===== src/rtl/uart_reg_mimic.sv =====
module uart_reg_mimic #(
  parameter int MPU_AW = 4,
  parameter logic [1:0] GATE_MODE = 2'b10
) (
  input  logic              clk,
  input  logic              rst_n,
  input  logic [2:0]        host_addr,
  input  logic [7:0]        host_wdata,
  input  logic              host_wr,
  input  logic              host_rd,
  output logic [7:0]        host_rdata,
  input  logic [MPU_AW-1:0] mpu_addr,
  input  logic [7:0]        mpu_wdata,
  input  logic              mpu_wr,
  output logic [7:0]        mpu_rdata,
  output logic              host_irq,
  output logic              host_irq_oe
);
  localparam int NREG = 1 << MPU_AW;

  logic [7:0] rbr, thr, ier, iir, fcr, lcr, lsr, msr_src, scr, dll, dlm;
  logic [4:0] mcr;
  logic [2:0] ctl;
  logic [NREG-1:0] m_sel;

  wire dlab = lcr[7];
  wire loop = mcr[4];

  assign m_sel = mpu_wr ? (NREG'(1) << mpu_addr) : '0;

  wire h0  = host_wr && host_addr == 3'd0;
  wire h1  = host_wr && host_addr == 3'd1;
  wire h_thr = h0 && !dlab;
  wire h_dll = h0 && dlab;
  wire h_ier = h1 && !dlab;
  wire h_dlm = h1 && dlab;
  wire h_fcr = host_wr && host_addr == 3'd2;
  wire h_lcr = host_wr && host_addr == 3'd3;
  wire h_mcr = host_wr && host_addr == 3'd4;
  wire h_scr = host_wr && host_addr == 3'd7;
  wire msr_clr = host_rd && host_addr == 3'd6;

  wire [7:0] msr_view = loop ? {mcr[3], mcr[2], mcr[0], mcr[1], 4'b0000} : msr_src;

  always_ff @(posedge clk) begin
    if (!rst_n) begin
      rbr <= '0; thr <= '0; ier <= '0; iir <= '0; fcr <= '0; lcr <= '0;
      lsr <= '0; msr_src <= '0; scr <= '0; dll <= '0; dlm <= '0;
      mcr <= '0; ctl <= '0;
    end else begin
      if (m_sel[0]) rbr <= mpu_wdata;

      if (h_thr) thr <= host_wdata;
      else if (m_sel[1]) thr <= mpu_wdata;

      if (h_ier) ier <= host_wdata;
      else if (m_sel[2]) ier <= mpu_wdata;

      if (m_sel[3]) iir <= mpu_wdata;

      if (h_fcr) fcr <= host_wdata;
      else if (m_sel[4]) fcr <= mpu_wdata;

      if (h_lcr) lcr <= host_wdata;
      else if (m_sel[5]) lcr <= mpu_wdata;

      if (h_mcr) mcr <= host_wdata[4:0];
      else if (m_sel[6]) mcr <= mpu_wdata[4:0];

      if (m_sel[7]) lsr <= mpu_wdata;

      if (msr_clr)
        msr_src <= {m_sel[8] ? mpu_wdata[7:4] : msr_src[7:4], 4'b0000};
      else if (m_sel[8])
        msr_src <= mpu_wdata;

      if (h_scr) scr <= host_wdata;
      else if (m_sel[9]) scr <= mpu_wdata;

      if (h_dll) dll <= host_wdata;
      else if (m_sel[10]) dll <= mpu_wdata;

      if (h_dlm) dlm <= host_wdata;
      else if (m_sel[11]) dlm <= mpu_wdata;

      if (m_sel[12]) ctl <= mpu_wdata[2:0];
    end
  end

  always_comb begin
    case (host_addr)
      3'd0:    host_rdata = dlab ? dll : rbr;
      3'd1:    host_rdata = dlab ? dlm : ier;
      3'd2:    host_rdata = iir;
      3'd3:    host_rdata = lcr;
      3'd4:    host_rdata = {3'b000, mcr};
      3'd5:    host_rdata = lsr;
      3'd6:    host_rdata = msr_view;
      default: host_rdata = scr;
    endcase
  end

  always_comb begin
    case (mpu_addr)
      MPU_AW'(0):  mpu_rdata = rbr;
      MPU_AW'(1):  mpu_rdata = thr;
      MPU_AW'(2):  mpu_rdata = ier;
      MPU_AW'(3):  mpu_rdata = iir;
      MPU_AW'(4):  mpu_rdata = fcr;
      MPU_AW'(5):  mpu_rdata = lcr;
      MPU_AW'(6):  mpu_rdata = {3'b000, mcr};
      MPU_AW'(7):  mpu_rdata = lsr;
      MPU_AW'(8):  mpu_rdata = msr_src;
      MPU_AW'(9):  mpu_rdata = scr;
      MPU_AW'(10): mpu_rdata = dll;
      MPU_AW'(11): mpu_rdata = dlm;
      MPU_AW'(12): mpu_rdata = {5'b00000, ctl};
      default:     mpu_rdata = 8'h00;
    endcase
  end

  wire gated = ctl[2:1] == GATE_MODE;
  assign host_irq_oe = !(gated && !mcr[3]);
  assign host_irq    = ctl[0];
endmodule


===== config.mk =====
export PLATFORM = sky130hd
export DESIGN_NAME = uart_reg_mimic
export DESIGN_NICKNAME = d
export VERILOG_FILES = /design/src/rtl/uart_reg_mimic.sv
export SDC_FILE = /design/constraint.sdc
export NUM_CORES = 1
export LEC_CHECK = 0
export BUFFER_PORTS_ARGS = -buffer_cell sky130_fd_sc_hd__buf_2
export CORE_ASPECT_RATIO = 0.6
export CORE_UTILIZATION = 35
export DETAILED_ROUTE_END_ITERATION = 10
export PLACE_DENSITY = 0.56
export SYNTH_ARGS = -nofsm -noshare
export SYNTH_HDL_FRONTEND = slang
export SYNTH_SLANG_ARGS = --single-unit
export TNS_END_PERCENT = 10

===== constraint.sdc =====
create_clock -name clk -period 3.4 [get_ports clk]
set_input_delay 0.17 -clock clk [delete_from_list [all_inputs] [get_ports clk]]
set_output_delay 0.17 -clock clk [all_outputs]
set_load 0.1 [all_outputs]

==> results by stage, run 1 <==
Outcome:
- The flow ran to the end, and the final reports show no timing, DRC or antenna violations.

Floorplanning:
- In this run the standard cell core region covers 15720 µm².
- The I/O pin total is 46.
- The initial standard-cell utilization of the core is a little under two fifths.
- The die covers 17040 µm².
- In this run the horizontal extent of the chip is approximately 170 µm.
- The placement row count is 35.
- The vertical die dimension is around 100 µm.

Hold path:
- The path with the worst hold slack has its endpoint at iir[7].
- The class of the tightest hold or removal check is input port to flop.
- The hold path depth is 3.
- The launch point of the worst hold path is mpu_wdata[7].

Logic synthesis:
- A synthesized cell averages ~8.5 µm².
- The cell count after synthesis is 679.
- The number of different library cells used by synthesis comes to 55.
- The yosys synthesis warning count is 0.
- After synthesis, the share of flip-flops with an asynchronous set or reset is 0%.
- Sorting the synthesized cells by area gives the leading types as sky130_fd_sc_hd__dfxtp_1 33%, sky130_fd_sc_hd__mux2i_1 14%, sky130_fd_sc_hd__o21ai_0 7.3%.
- The register area share after synthesis is 33.28%.
- After synthesis the netlist holds a flip-flop and latch count of 96.
- The synthesized net count is 707.
- Counting flops with a built-in enable in the synthesized netlist gives 0.
- The top cell type by area accounts for 33.28% of the synthesized area.
- The largest area contributor in the synthesized netlist is sky130_fd_sc_hd__dfxtp_1.
- The cell area after synthesis is 5776 µm².
- The leading register cell type out of synthesis is sky130_fd_sc_hd__dfxtp_1.

Clock tree:
- The number of hold buffers added after CTS was 0.
- The number of setup buffers added after CTS is 0.
- The number of clock buffers added by TritonCTS is 9.
- The clock passes through at most 2 buffers.
- Post-CTS repair changed the size of 0 cells.
- The sink count of the clock tree is 96.
- Clock-pin slew was measured on the worst setup and hold paths at 0.07 ns.
- The cell sitting at the root of the clock tree is a sky130_fd_sc_hd__clkbuf_16.
- TritonCTS built the clock tree.
- The number of levels the H-tree was split into is 3.
- The worst-skew pair later-pin latency is 0.35 ns.

Power and ir drop:
- Summing internal, switching and leakage power gives 2711 µW.
- In this run the power density over the cells is 426.4 nW/µm².
- The cell leakage power is 0.002284 µW.
- The maximum vdd drop is 241.1 µV.

STA:
- The total of endpoints with negative setup slack in the final report is 0.
- Timing would allow up to just under 0.4 GHz.
- At the pin with the least slew margin, the transition time is 0.8875 ns.
- Subtracting the final worst setup slack from the clock period gives ~2.5 ns.
- The worst-case clock skew is 0.005239 ns.
- The max-slew violation total from the final report was 0.
- Setup repair after global routing left no endpoint under its margin.
- The number of hold violations in the final report came to 0.
- Of the available clock period, the critical path in the final layout requires roughly 74%.
- The worst path setup slack after routing is between 0.8 and 0.9 ns.
- The worst relative slew slack is between 40% and 50%.
- Summed over all failing endpoints, the final setup total negative slack is 0 ns.

Route:
- The post-detailed-routing wire length is approximately 23000 µm.
- The residual antenna-violating net count after detailed routing is 0.
- The routed length per placed instance is 25.92 µm.
- The via count normalized by instance count is approximately 6.2.
- After the first detailed-routing iteration, the DRC count stood at about 680.
- For this run, design rule violations remaining after detail routing come to 0.
- Across all layers, the routed design uses between 5000 and 6000 vias.
- The first TritonRoute pass finished after 5 iterations.

Worst setup path:
- The setup slack of the most critical reg-to-reg path is around 1.4 ns.
- Counting both buffers and inverters, the worst setup path holds a total of 2.
- The required time at the worst-slack endpoint is 3.23 ns.
- The family of cells with the greatest summed delay on the critical path is multiplexers.
- The kind of critical path is flop to output port.
- Along the worst path, the maximum fanout reaches 17.
- The highest-delay cell along the critical path is sky130_fd_sc_hd__mux4_2.
- The number of cells on the worst reg-to-reg path is 5.
- The reg-to-reg startpoint is lcr[7].
- STA classifies the critical path endpoint as an output port.
- The largest single stage delay on the critical path is 0.48 ns.
- The worst register-to-register path ends at dll[5].
- Traced cell by cell, the critical path runs through buf_4 -> mux2_2 -> mux4_2 -> o22a_1 -> buf_2.
- STA puts the critical path data arrival time at approximately 2.4 ns.
- The sort of element at the start of the critical path is a flop.

Placed design:
- Before CTS, the worst setup slack after placement is 0.9927 ns.
- The total half-perimeter wirelength after legalization and detailed placement is 17360 µm.
- The congestion estimate from routability-driven global placement came to 0.9547.
- During placement, the flow inserted port buffers numbering 45.

Global routing:
- The via count of the first global-routing pass was 5042.
- Global routing finished with a remaining overflow of 0.
- Entering global routing, the biggest net connects 48 pins.
- The overall global routing resource usage is 27.61%.
- The initial antenna violation count is 0.
- The first global-routing pass estimated 33860 µm of wire.

Cells and area:
- The post-route netlist has between 15 and 20% of its cells at a drive strength greater than 1.
- The number of inserted diodes is 0.
- The footprint of the multi-input gates is 3581 µm².
- Counting the fill cells in the layout gives 1583.
- The net count of the finished layout is 714.
- The sequential cell area is about 1900 µm².
- Compared with the post-synthesis result, the final layout area differs by 10.10%.

Job:
- Max-cap violations in this run came to 0.
==> logic make-up after synthesis <==
logic type / after synthesis / share of synthesized area [%]
flops: 96 / 33.28
mux: 102 / 19.52
buf+inv: 62 / 4.853
compound gates: 252 / 26.84
simple gates: 167 / 15.51
==> state kept, by name, summed over array words and instances (netlist names) <==
signal   cells
lcr          8
fcr          8
ier          8
dll          8
msr_src      8
thr          8
mcr          5
scr          8
dlm          8
rbr          8
lsr          8
iir          8
ctl          3
==> layer usage <==
metal  vias to the layer above  track usage, %  wire [µm]
li1                       2521               -          -
met1                      2712           43.66      11700
met2                       297           33.59       8077
met3                        13           11.25       3245
met4                         0           3.670        147
met5                         -               0          0
==> worst max-delay path by stage <==
stage                      from       endpoint  cells after the start
floorplan           mpu_addr[3]   mpu_rdata[4]                      5
global placement    mpu_addr[0]   mpu_rdata[1]                      6
detailed placement  mpu_addr[0]   mpu_rdata[3]                      6
CTS                      lcr[7]  host_rdata[5]                      5
global route             mcr[4]  host_rdata[1]                      5
finish                   lcr[7]  host_rdata[5]                      5
==> metrics by stage <==
step | cell area (µm²) | utilization, % | hold slack [ns] | std cells
after global routing | 6359 | 40.45 | 0.2152 | 894
final | 6359 | 40.45 | 0.2027 | 894
after detailed placement | 6061 | 38.55 | 0.4801 | 878
after global placement | 6061 | 38.55 | 0.4769 | 878
after CTS | 6359 | 40.45 | 0.1853 | 894
after floorplan | 5783 | - | 0.3362 | 679
==> where the power goes <==
part	internal, µW	switching [µW]
sequential	1160	43.5
combinational	123	336
clock	523	531
==> cell usage after synthesis, types with 4 or more instances <==
library cell,count
sky130_fd_sc_hd__a21oi_1,76
sky130_fd_sc_hd__mux2_2,15
sky130_fd_sc_hd__a22oi_1,7
sky130_fd_sc_hd__a21boi_1,4
sky130_fd_sc_hd__nor2_1,19
sky130_fd_sc_hd__nand3_1,19
sky130_fd_sc_hd__nor3_1,4
sky130_fd_sc_hd__buf_2,20
sky130_fd_sc_hd__o21ai_0,84
sky130_fd_sc_hd__mux4_2,7
sky130_fd_sc_hd__a31oi_1,6
sky130_fd_sc_hd__inv_1,5
sky130_fd_sc_hd__and2_1,6
sky130_fd_sc_hd__nand2_1,77
sky130_fd_sc_hd__dfxtp_1,96
sky130_fd_sc_hd__a221oi_1,4
sky130_fd_sc_hd__a32o_1,4
sky130_fd_sc_hd__a221o_1,8
sky130_fd_sc_hd__nor2b_1,16
sky130_fd_sc_hd__clkbuf_1,28
sky130_fd_sc_hd__o211ai_1,6
sky130_fd_sc_hd__mux2i_1,80
sky130_fd_sc_hd__a22o_1,7
sky130_fd_sc_hd__buf_4,6
sky130_fd_sc_hd__a21boi_0,26
==> layout by cell type (no fill, tap or decap), types with 3 or more instances in the layout <==
master and n:
sky130_fd_sc_hd__dfxtp_1 96, sky130_fd_sc_hd__o21ai_0 84, sky130_fd_sc_hd__mux2i_1 80, sky130_fd_sc_hd__nand2_1 77, sky130_fd_sc_hd__a21oi_1 76, sky130_fd_sc_hd__buf_2 45, sky130_fd_sc_hd__a21boi_0 26, sky130_fd_sc_hd__nor2_1 19
sky130_fd_sc_hd__nand3_1 19, sky130_fd_sc_hd__nor2b_1 16, sky130_fd_sc_hd__mux2_2 15, sky130_fd_sc_hd__clkbuf_16 9, sky130_fd_sc_hd__a221o_1 8, sky130_fd_sc_hd__buf_4 8, sky130_fd_sc_hd__a22oi_1 7, sky130_fd_sc_hd__mux4_2 7
sky130_fd_sc_hd__a22o_1 7, sky130_fd_sc_hd__and2_1 6, sky130_fd_sc_hd__a31oi_1 6, sky130_fd_sc_hd__o211ai_1 6, sky130_fd_sc_hd__inv_1 5, sky130_fd_sc_hd__a221oi_1 4, sky130_fd_sc_hd__a32o_1 4, sky130_fd_sc_hd__nor3_1 4
sky130_fd_sc_hd__a21boi_1 4, sky130_fd_sc_hd__a32oi_1 3, sky130_fd_sc_hd__nor3b_1 3, sky130_fd_sc_hd__nand2b_1 3, sky130_fd_sc_hd__nor2_8 3, sky130_fd_sc_hd__inv_6 3
==> final cells by class <==
class / count / share of cell area [%]
multi-input cells: 521 / 56.32
repair buffers: 53 / 4.486
flip-flops and latches: 96 / 30.22
clock buffers: 9 / 3.542
well taps: 203 / 3.994
clock inverters: 7 / 1.141
inverters: 5 / 0.2952
==> tightest hold or removal path, stage by stage <==
cell                       delay, ns
sky130_fd_sc_hd__buf_2          0.19
sky130_fd_sc_hd__nand2_1        0.09
sky130_fd_sc_hd__a21boi_1       0.05
(Power assumes the default switching activity.)
==> run 2: changes to the inputs <==
PLACE_DENSITY = 0.58   (was 0.56)
clock period = 2.2 ns   (was 3.4 ns; I/O delays follow)
==> run 2 against run 1 <==
Combinational power rose by 76%. Sequential power rose by 55%. Worst hold slack got worse by 0.054 ns. Die area did not move. Critical path depth fell by 1. Highest routed layer is now met5. Global-route usage rose by 1.1 points.
==> results by stage, run 2 (same netlist as run 1, synthesis figures left out) <==
Power and ir drop:
- The power per unit of standard cell area is 631.0 nW/µm² (was 426.4 nW/µm²).
- The maximum vdd drop is 358.2 µV (was 241.1 µV).
- The cell leakage power came to 0.002452 µW (was 0.002284 µW).
- The overall power consumption is 4274 µW (was 2711 µW).

STA:
- The transition time at the pin with the least slew margin is 0.6832 ns (was 0.8875 ns).
- The number of hold violations in the final report is 0 (unchanged).
- The worst-case clock skew is 0.01074 ns (was 0.005239 ns).
- The fmax is 0.4609 GHz.
- The total of endpoints with negative setup slack in the final report is 0 (unchanged).
- The period utilization is 98.62%.
- The worst relative slew slack is 54.45% (was 40.84%).
- Unrepaired setup endpoints after global routing: no (unchanged).
- The max-slew violation total from the final report was 0 (unchanged).
- The worst hold slack across all endpoints is 0.1482 ns (was 0.2027 ns).
- For the finished layout, the period the worst path requires is 2.170 ns.

Worst setup path:
- The highest cell delay on the worst timing path is 0.47 ns (was 0.48 ns).
- The required time at the worst-slack endpoint is 2.09 ns (was 3.23 ns).
- Series of cell instances along the critical path: mux2_2 -> mux4_2 -> o22a_1 -> buf_4 (was buf_4 -> mux2_2 -> mux4_2 -> o22a_1 -> buf_2).
- The highest-delay cell along the critical path was sky130_fd_sc_hd__mux4_2 (unchanged).
- The number of logic stages on the critical path including buffering is 4 (was 5).
- The endpoint of the most critical setup path is host_rdata[5] (unchanged).
- The kind of end point of the critical path is an output port (unchanged).
- The arrival time of data at the critical path endpoint is 2.06 ns (was 2.35 ns).
- The peak fanout along the critical path is 3 (was 17).
- The reg-to-reg startpoint is lcr[7] (unchanged).
- The launching instance or port of the critical path is lcr[7] (unchanged).
- The endpoint of the worst register-to-register path is dlm[5] (was dll[5]).
- The family of cells with the greatest summed delay on the critical path was multiplexers (unchanged).
- The setup slack of the most critical reg-to-reg path is 0.59 ns (was 1.39 ns).
- The kind of critical path is flop to output port (unchanged).
- The number of cells on the worst reg-to-reg path is 5 (unchanged).
- The sort of element at the start of the critical path was a flop (unchanged).
- The number of buffers and inverters on the critical path is 1 (was 2).

Floorplanning:
- The initial standard-cell utilization of the core is 36.74% (unchanged).
- The die area is 17040 µm² (unchanged).
- The core region area is 15720 µm² (unchanged).
- The die width is 167.8 µm (unchanged).
- The placement row count is 35 (unchanged).
- The vertical die dimension came to 101.5 µm (unchanged).
- The I/O pin total was 46 (unchanged).

Clock tree:
- The clock-pin slew on the worst setup and hold paths is 0.08 ns (was 0.07 ns).
- The clock tree from TritonCTS is done (unchanged).
- The deepest clock path buffer count is 2 (unchanged).
- The number of levels the H-tree was split into is 3 (unchanged).
- The worst-skew pair later-pin latency was 0.36 ns (was 0.35 ns).
- The root buffer cell is sky130_fd_sc_hd__clkbuf_16 (unchanged).
- The number of buffers inserted during clock tree synthesis was 9 (unchanged).
- The sink count of the clock tree is 96 (unchanged).

Cells and area:
- The count of fill cells added during filler insertion came to 1544 (was 1583).
- The ratio of cells with drive above 1 in the final layout is 19.05% (was 15.34%).
- The count of non-filler cells in the finished layout is 917 (was 894).
- The number of nets in the finished design is 737 (was 714).
- The most common cell after layout, fill and taps aside is sky130_fd_sc_hd__dfxtp_1 (unchanged).
- The growth of design area from synthesis to finish was 17.27% (was 10.10%).
- The number of inserted diodes is 0 (unchanged).
- The total non-filler cell area in the finished layout is 6773 µm² (was 6359 µm²).
- Commonest cells after routing, fill and taps aside: 93 x sky130_fd_sc_hd__dfxtp_1, 83 x sky130_fd_sc_hd__o21ai_0, 80 x sky130_fd_sc_hd__mux2i_1 (was 96 x sky130_fd_sc_hd__dfxtp_1, 84 x sky130_fd_sc_hd__o21ai_0, 80 x sky130_fd_sc_hd__mux2i_1).

Route:
- The routed length per placed instance is 26.04 µm (was 25.92 µm).
- The residual antenna-violating net count after detailed routing is 0 (unchanged).
- The number of design rule violations left after detail routing was 0 (unchanged).
- The number of DRC markers after the initial detailed-route iteration was 858 (was 683).
- The total via count after detailed routing came to 5794 (was 5543).
- The number of detailed-routing iterations run before antenna repair was 5 (unchanged).
- The via count normalized by instance count is 6.318 (was 6.200).
- The post-detailed-routing wire length is 23880 µm (was 23170 µm).

Placed design:
- The total placed instance area is 6431 µm² (was 6061 µm²).
- The total half-perimeter wirelength after legalization and detailed placement came to 18000 µm (was 17360 µm).
- The cell count after placement is 901 (was 878).
- The routability-driven placement congestion ratio is 1.000 (was 0.9547).
- The number of buffers added on ports is 45 (unchanged).

Global routing:
- The via count of the first global-routing pass is 5190 (was 5042).
- The overall global routing resource usage is 28.71% (was 27.61%).
- The overall overflow remaining after global route was 0 (unchanged).
- The initial antenna violation count is 1 (was 0).
- The pin count of the biggest net entering global routing is 44 (was 48).
- The global-route wire length before repair is 34960 µm (was 33860 µm).

Hold path:
- The class of the tightest hold or removal check was input port to flop (unchanged).

Outcome:
- Result of the run: finished clean (unchanged).

Job:
- The count of maximum capacitance violations was 0 (unchanged).
==> run 2: changes by cell type in the layout (fill, tap and decap cells not counted), moves of 2 or more <==
cell                      previous run  this run
sky130_fd_sc_hd__dfxtp_2             0         3
sky130_fd_sc_hd__dfxtp_1            96        93
sky130_fd_sc_hd__inv_6               3         1
sky130_fd_sc_hd__buf_4               8        31
sky130_fd_sc_hd__buf_6               0         3
sky130_fd_sc_hd__buf_12              0        13
sky130_fd_sc_hd__buf_2              45        29
==> run 2: worst min-delay path by stage <==
stage / cells after the start / end / start
after global placement: 2 / msr_src[7] / msr_src[7]
after floorplan: 2 / ctl[0] / mpu_wdata[0]
after detailed placement: 2 / msr_src[0] / msr_src[0]
after CTS: 3 / lsr[7] / mpu_wdata[7]
after global routing: 3 / lsr[7] / mpu_wdata[7]
final: 3 / lsr[7] / mpu_wdata[7]
==> run 2: repair_timing <==
action / in CTS / in global routing
gates resized for setup: 7 / 9
endpoints found under the setup margin: 5 / 7
hold buffers: 0 / 0
endpoints found under the hold margin: 0 / 0
buffers inserted: 0 / 0
pin swaps: 1 / 1
==> run 2: through the flow <==
step | utilization, % | setup slack, ns | setup TNS [ns]
after global routing | 43.08 | 0.008926 | 0
after global placement | 40.91 | 0.2701 | 0
after floorplan | - | -0.5817 | -3.477
after CTS | 42.97 | -0.04391 | -0.04391
after detailed placement | 40.91 | 0.2771 | 0
final | 43.08 | 0.03043 | 0
==> run 2: layout make-up <==
class / instances / area (µm²) / share of cell area (%)
well taps: 203 / 254.0 / 3.750
clock inverters: 7 / 73.82 / 1.090
multi-input cells: 521 / 3603 / 53.21
repair buffers: 76 / 671.9 / 9.921
clock buffers: 9 / 225.2 / 3.325
inverters: 5 / 18.77 / 0.2771
flip-flops and latches: 96 / 1926 / 28.43
==> run 2: report_power, final <==
group | leakage, µW | internal, µW | switching, µW | total (µW)
logic | 0.00153 | 261 | 546 | 808
clock network | 0.000141 | 806 | 804 | 1610
registers | 0.000779 | 1790 | 69.5 | 1860
total | 0.00245 | 2850 | 1420 | 4270
==> run 2: worst register-to-register path: cells and delay by family, from the launching register on <==
| family | cells | cell delay (ns) |
|---|---|---|
| AND/OR/NAND/NOR | 2 | 0.58 |
| buffers and inverters | 1 | 0.16 |
| flip-flops | 1 | 0.37 |
| AO/OA/AOI/OAI | 2 | 0.36 |
==> run 2: layer usage <==
metal	GRT usage (%)	vias to the layer above	wire, µm
li1	-	2571	-
met1	44.00	2774	10880
met2	35.26	422	8516
met3	12.54	25	4207
met4	5.363	2	230
met5	1.630	-	40
